### src/rtl/nvm_seq_pkg.sv
package nvm_seq_pkg;

  typedef enum logic [1:0] {
    OP_PROG     = 2'd0,
    OP_PAGE_CLR = 2'd1,
    OP_SECT_CLR = 2'd2,
    OP_FULL_CLR = 2'd3
  } nvmOp_e;

  // Strobes from the control to the datapath
  typedef struct packed {
    logic launch;   // operation accepted this cycle: latch its extent
    logic finish;   // last busy cycle
  } seqStrobe_t;

endpackage

### src/rtl/nvm_seq_ctrl.sv
module nvm_seq_ctrl
  import nvm_seq_pkg::*;
#(
  parameter int SHORT_CYC = 192,
  parameter int LONG_CYC  = 320,
  parameter int TMR_W     = 9
) (
  input  logic       clk,
  input  logic       rst_n,
  input  logic       welSet,
  input  logic       start,
  input  logic [1:0] opType,
  output logic       busy,
  output logic       latch,
  output seqStrobe_t strobe
);

  logic [TMR_W-1:0] timer;
  logic [TMR_W-1:0] durLoad;
  logic             accept;
  nvmOp_e           op;

  assign op     = nvmOp_e'(opType);
  assign accept = start && latch && !busy;

  always_comb begin
    case (op)
      OP_PROG, OP_PAGE_CLR: durLoad = TMR_W'(SHORT_CYC - 1);
      default:              durLoad = TMR_W'(LONG_CYC - 1);
    endcase
  end

  always_comb begin
    strobe.launch = accept;
    strobe.finish = busy && (timer == '0);
  end

  // Busy window timer
  always_ff @(posedge clk) begin
    if (!rst_n) begin
      busy  <= 1'b0;
      timer <= '0;
    end else if (accept) begin
      busy  <= 1'b1;
      timer <= durLoad;
    end else if (strobe.finish) begin
      busy  <= 1'b0;
    end else if (busy) begin
      timer <= timer - 1'b1;
    end
  end

  // Write-enable latch: set only while idle, dropped when the cycle ends
  always_ff @(posedge clk) begin
    if (!rst_n) begin
      latch <= 1'b0;
    end else if (strobe.finish) begin
      latch <= 1'b0;
    end else if (welSet && !busy) begin
      latch <= 1'b1;
    end
  end

endmodule

### src/rtl/nvm_seq_datapath.sv
module nvm_seq_datapath
  import nvm_seq_pkg::*;
#(
  parameter int PAGE_BYTES = 16,
  parameter int SECT_BYTES = 64,
  parameter int MEM_BYTES  = 256,
  parameter int ADDR_W     = 8,
  parameter int COL_W      = 4
) (
  input  logic              clk,
  input  logic              rst_n,
  input  seqStrobe_t        strobe,
  input  logic              busy,
  input  logic [1:0]        opType,
  input  logic [ADDR_W-1:0] targetAddr,
  input  logic [COL_W:0]    byteCnt,
  input  logic              bufWe,
  input  logic [COL_W-1:0]  bufIdx,
  input  logic [7:0]        bufData,
  input  logic [ADDR_W-1:0] rdAddr,
  output logic [7:0]        rdData
);

  localparam int LEN_W = ADDR_W + 1;
  localparam logic [ADDR_W-1:0] PAGE_MASK = ADDR_W'(PAGE_BYTES - 1);
  localparam logic [ADDR_W-1:0] SECT_MASK = ADDR_W'(SECT_BYTES - 1);
  localparam logic [ADDR_W-1:0] FULL_MASK = ADDR_W'(MEM_BYTES - 1);

  logic [7:0] pageBuf [PAGE_BYTES];
  logic [7:0] cells   [MEM_BYTES];

  // Extent selection at launch
  logic [ADDR_W-1:0] maskSel, offSel;
  logic [LEN_W-1:0]  lenSel;
  logic              fillSel;

  always_comb begin
    case (nvmOp_e'(opType))
      OP_PROG: begin
        maskSel = PAGE_MASK;
        offSel  = targetAddr & PAGE_MASK;
        lenSel  = (byteCnt > (COL_W+1)'(PAGE_BYTES)) ? LEN_W'(PAGE_BYTES)
                                                     : LEN_W'(byteCnt);
        fillSel = 1'b0;
      end
      OP_PAGE_CLR: begin
        maskSel = PAGE_MASK;
        offSel  = '0;
        lenSel  = LEN_W'(PAGE_BYTES);
        fillSel = 1'b1;
      end
      OP_SECT_CLR: begin
        maskSel = SECT_MASK;
        offSel  = '0;
        lenSel  = LEN_W'(SECT_BYTES);
        fillSel = 1'b1;
      end
      default: begin
        maskSel = FULL_MASK;
        offSel  = '0;
        lenSel  = LEN_W'(MEM_BYTES);
        fillSel = 1'b1;
      end
    endcase
  end

  // Walker state
  logic [ADDR_W-1:0] baseQ, maskQ, offQ;
  logic [LEN_W-1:0]  lenQ, ptrQ;
  logic              fillQ;
  logic              walking;
  logic [ADDR_W-1:0] wrAddr;
  logic [7:0]        wrData;

  assign walking = ptrQ < lenQ;
  assign wrAddr  = baseQ | ((offQ + ptrQ[ADDR_W-1:0]) & maskQ);
  assign wrData  = fillQ ? 8'hFF : pageBuf[ptrQ[COL_W-1:0]];

  always_ff @(posedge clk) begin
    if (!rst_n) begin
      baseQ <= '0;
      maskQ <= '0;
      offQ  <= '0;
      lenQ  <= '0;
      ptrQ  <= '0;
      fillQ <= 1'b0;
    end else if (strobe.launch) begin
      baseQ <= targetAddr & ~maskSel;
      maskQ <= maskSel;
      offQ  <= offSel;
      lenQ  <= lenSel;
      ptrQ  <= '0;
      fillQ <= fillSel;
    end else if (walking) begin
      ptrQ  <= ptrQ + 1'b1;
    end
  end

  // Array commit, one byte per cycle inside the busy window
  always_ff @(posedge clk) begin
    if (!strobe.launch && walking) begin
      cells[wrAddr] <= wrData;
    end
  end

  // Staging buffer, frozen while busy
  always_ff @(posedge clk) begin
    if (bufWe && !busy) begin
      pageBuf[bufIdx] <= bufData;
    end
  end

  assign rdData = cells[rdAddr];

endmodule

### src/rtl/nvm_cycle_seq.sv
module nvm_cycle_seq
  import nvm_seq_pkg::*;
#(
  parameter int CLK_PER_MS   = 32,
  parameter int PROG_MS      = 6,
  parameter int BULK_MS      = 10,
  parameter int PAGE_BYTES   = 16,
  parameter int SECTOR_PAGES = 4,
  parameter int SECTOR_COUNT = 4,
  localparam int SECT_BYTES  = PAGE_BYTES * SECTOR_PAGES,
  localparam int MEM_BYTES   = SECT_BYTES * SECTOR_COUNT,
  localparam int ADDR_W      = $clog2(MEM_BYTES),
  localparam int COL_W       = $clog2(PAGE_BYTES)
) (
  input  logic              clk,
  input  logic              rst_n,
  input  logic              welSet,
  input  logic              start,
  input  logic [1:0]        opType,
  input  logic [ADDR_W-1:0] targetAddr,
  input  logic [COL_W:0]    byteCnt,
  input  logic              bufWe,
  input  logic [COL_W-1:0]  bufIdx,
  input  logic [7:0]        bufData,
  input  logic [ADDR_W-1:0] rdAddr,
  output logic [7:0]        rdData,
  output logic              wip,
  output logic              wel
);

  localparam int SHORT_CYC = PROG_MS * CLK_PER_MS;
  localparam int LONG_CYC  = BULK_MS * CLK_PER_MS;
  localparam int TMR_W     = $clog2(LONG_CYC + 1);

  seqStrobe_t strobe;

  nvm_seq_ctrl #(
    .SHORT_CYC (SHORT_CYC),
    .LONG_CYC  (LONG_CYC),
    .TMR_W     (TMR_W)
  ) u_ctrl (
    .clk    (clk),
    .rst_n  (rst_n),
    .welSet (welSet),
    .start  (start),
    .opType (opType),
    .busy   (wip),
    .latch  (wel),
    .strobe (strobe)
  );

  nvm_seq_datapath #(
    .PAGE_BYTES (PAGE_BYTES),
    .SECT_BYTES (SECT_BYTES),
    .MEM_BYTES  (MEM_BYTES),
    .ADDR_W     (ADDR_W),
    .COL_W      (COL_W)
  ) u_dp (
    .clk        (clk),
    .rst_n      (rst_n),
    .strobe     (strobe),
    .busy       (wip),
    .opType     (opType),
    .targetAddr (targetAddr),
    .byteCnt    (byteCnt),
    .bufWe      (bufWe),
    .bufIdx     (bufIdx),
    .bufData    (bufData),
    .rdAddr     (rdAddr),
    .rdData     (rdData)
  );

endmodule

### config.mk
export PLATFORM = sky130hd
export DESIGN_NAME = nvm_cycle_seq
export DESIGN_NICKNAME = d
export VERILOG_FILES = /design/src/rtl/nvm_seq_pkg.sv /design/src/rtl/nvm_seq_ctrl.sv /design/src/rtl/nvm_seq_datapath.sv /design/src/rtl/nvm_cycle_seq.sv
export SDC_FILE = /design/constraint.sdc
export NUM_CORES = 2
export LEC_CHECK = 0
export BUFFER_PORTS_ARGS = -buffer_cell sky130_fd_sc_hd__buf_2
export CORE_AREA = 2 2 374 376
export CTS_CLUSTER_SIZE = 28
export DETAILED_ROUTE_END_ITERATION = 10
export DIE_AREA = 0 0 376 378
export HOLD_SLACK_MARGIN = 0.1
export PLACE_DENSITY = 0.79
export SYNTH_ARGS = -nofsm -noshare
export SYNTH_HDL_FRONTEND = slang
export SYNTH_SLANG_ARGS = --single-unit
### constraint.sdc
create_clock -name clk -period 5.25 [get_ports clk]
set_clock_uncertainty 0.2 [all_clocks]
set_input_delay 0.525 -clock clk [delete_from_list [all_inputs] [get_ports clk]]
set_output_delay 0.525 -clock clk [all_outputs]
set_load 0.02 [all_outputs]
==> metrics.txt <==
starting density of the core 62.58%; Worst R2R Path Depth 10; Required @ worst endpoint about 4.5 ns; Mean Syn Cell Area 20.91 µm²; ranking of synthesized cells by area edfxtp_1 75%, mux4_2 13%, mux2i_1 1.7%, nor2_1 1.4%, dfxtp_1 0.97%; core area around 140000 µm²; GRT Residual Overflow 0; commonest non-fill, non-tap cell in the layout edfxtp_1; min Tclk post-route 4.866 ns; Sequential Area between 60000 and 70000 µm²; Post-Syn Nets 4198; RSZ-0062 raised after global routing no; first-pass GRT wire length 316100 µm; share of layout cells above drive strength 1 roughly a quarter; Fin. Hold Viols 0; Startpoint Class input port; setup violators final 0; I/O pin count 50; die height between 300 and 400 µm; fin. max-slew vios 0; Worst VDD drop 354.4 µV; total number of vias 45510; ys flop type edfxtp_1; R2R setup slack 0.57 ns; FMAX 0.2055 GHz; Hold Path Class reg2reg; most frequent cells in the layout 2176 x edfxtp_1, 512 x mux4_2, 316 x nor2_1; post-synth cell types 71; clock root cell clkbuf_16; share of the synthesized area in the top cell type 75.39%; GRT Resource Usage Total 31.16%; slew margin rel. 15.44%; Setup crit end kind primary output; Iter 0 DRT Violations around 6600; max cap viols 0; vias in the first global route 45740; RR Startpoint u_dp.ptrQ[0]; Critical Path Fanout Max 51; mapped cell area 86670 µm²; Post-route DRC 0; Clock Tree Buf Depth 3; CP max-delay cell a211oi_1; WL final between 200000 and 250000 µm; post-synthesis sequential area ratio 76.36%; Setup CP Type in2out; Area Overhead vs Synth 12.10%; Syn Inst Count between 4000 and 5000; Multi-input gate area around 19000 µm²; FFs w/ async S/R, synth 0%; CTS clk-pin slew, worst paths 0.07 ns; worst slack, placed approximately 0.52 ns; post-CTS sizing 0; GP Congestion roughly 0.9; Power, Total 36.97 mW; TritonCTS buffer count about 210; Worst EP arrival 4.14 ns; Via-to-Cell Ratio a little over 7; Worst-Margin Slew 1.268 ns; Cell Pwr Density 380.5 nW/µm²; Setup TNS Final 0 ns; H-Tree Depth 4; number of synthesized register bits 2218; synth warn 0; CTS sink cnt roughly 2200; nets 4508; antenna viol nets, final 0; Horiz. Die Dim about 380 µm; crit path from rdAddr[1]; Worst Setup Slack, final 0.3835 ns; TritonCTS clock tree built; post-synth top area cell edfxtp_1; worst r2r dst u_dp.cells[137][0]; critical path's largest stage delay 0.63 ns; crit path to rdData[2]; fill count 7844; Post-synth EDFFs 2176; antenna violations before repair 5; status finished, final reports clean; Lkg Pwr roughly 30 nW; DP HPWL 124100 µm; final period utilization 92.70%; Clock Latency Late Sink 0.88 ns; Cell Chain, Critical Path buf_8, buf_12, buf_4, mux4_2, mux4_2, a22o_1, a211oi_1, nor4_1, buf_4, buf_2; row count 137; die area 142100 µm²; Buffers on Ports 49; drt pass-1 iters 6; DR WL/cell about 34 µm; largest net degree at the start of global routing 212; Hold Slack ~0.30 ns
## layer usage
| metal | global-route usage [%] | part of all wire [%] | routed length, µm | vias to the layer above |
|---|---|---|---|---|
| met1 | 42.13 | 35 | 76290 | 23280 |
| met3 | 7.685 | 12 | 26710 | 619 |
| met2 | 49.26 | 48 | 105500 | 3685 |
| met4 | 13.33 | 4.6 | 10150 | 4 |
| li1 | - | - | - | 17930 |
| met5 | 0 | 0.012 | 27 | - |
## cell type report
type | instances | share of cell area, %
Antenna cell | 2 | 0.005151
Clock buffer | 242 | 5.466
Clock inverter | 143 | 1.426
Inverter | 19 | 0.07340
Multi-Input combinational cell | 1667 | 19.50
Sequential cell | 2218 | 68.12
Tap cell | 1807 | 2.327
Timing Repair Buffer | 342 | 3.085
## synthesized netlist by cell type (19+ instances only)
cell type	n
o21ai_0	36
nor2b_1	21
buf_6	32
a21oi_1	88
clkbuf_1	107
a21boi_0	19
edfxtp_1	2176
nor2_1	321
mux2i_1	149
nand3_1	39
a22oi_1	64
nand2_1	63
a22o_1	31
buf_2	53
mux4_2	512
dfxtp_1	42
o221ai_1	47
o22ai_1	30
nor3_1	31
a221oi_1	21
a211oi_1	19
## per-stage QoR
step	instance area (µm²)	util, %	instances
after detailed placement	89850	64.87	5992
after CTS	97160	70.15	6438
after global placement	89850	64.87	5992
after global routing	97160	70.15	6438
final	97160	70.15	6440
after floorplan	86670	-	4145
## worst max-delay path: cells and delay by family
kind / cells / cell delay [ns]
AO/OA/AOI/OAI: 2 / 0.95
buffers and inverters: 5 / 1.51
multiplexers: 2 / 0.87
AND/OR/NAND/NOR: 1 / 0.11
## where the power goes
part	switching [mW]	internal, mW
Sequential	0.0405	19.8
Clock	6.66	8.18
Combinational	1.54	0.732
## worst min-delay path by stage
stage	startpoint	slack, ns	endpoint	depth (start not counted)
finish	u_dp.ptrQ[8]	0.30	u_dp.ptrQ[8]	2
global route	u_dp.ptrQ[8]	0.34	u_dp.ptrQ[8]	2
CTS	u_ctrl.timer[6]	0.29	u_ctrl.timer[6]	2
detailed placement	u_dp.lenQ[6]	0.26	u_dp.lenQ[6]	2
global placement	u_dp.lenQ[6]	0.25	u_dp.lenQ[6]	2
floorplan	u_dp.lenQ[6]	0.24	u_dp.lenQ[6]	2
## cells by family after synthesis
logic type / share of synthesized area (%)
fa+ha+maj: 0.1963
simple gates: 2.909
buf+inv: 1.872
compound gates: 3.469
xor+xnor: 0.1010
flops: 76.36
mux: 15.09
## repair_timing
item,in CTS,in global routing
buffers inserted,0,0
hold endpoints to repair,236,0
hold buffers,61,0
## registers in the layout (all words and copies together) (netlist names), named ones only
register,cells
u_dp.ptrQ,9
u_dp.baseQ,4
u_dp.maskQ,3
u_ctrl.timer,9
u_ctrl.busy,1
u_dp.lenQ,6
u_dp.offQ,4
u_dp.fillQ,1
u_dp.pageBuf,128
u_ctrl.latch,1
u_dp.cells,2048
Power figures use the tool's default switching activity.
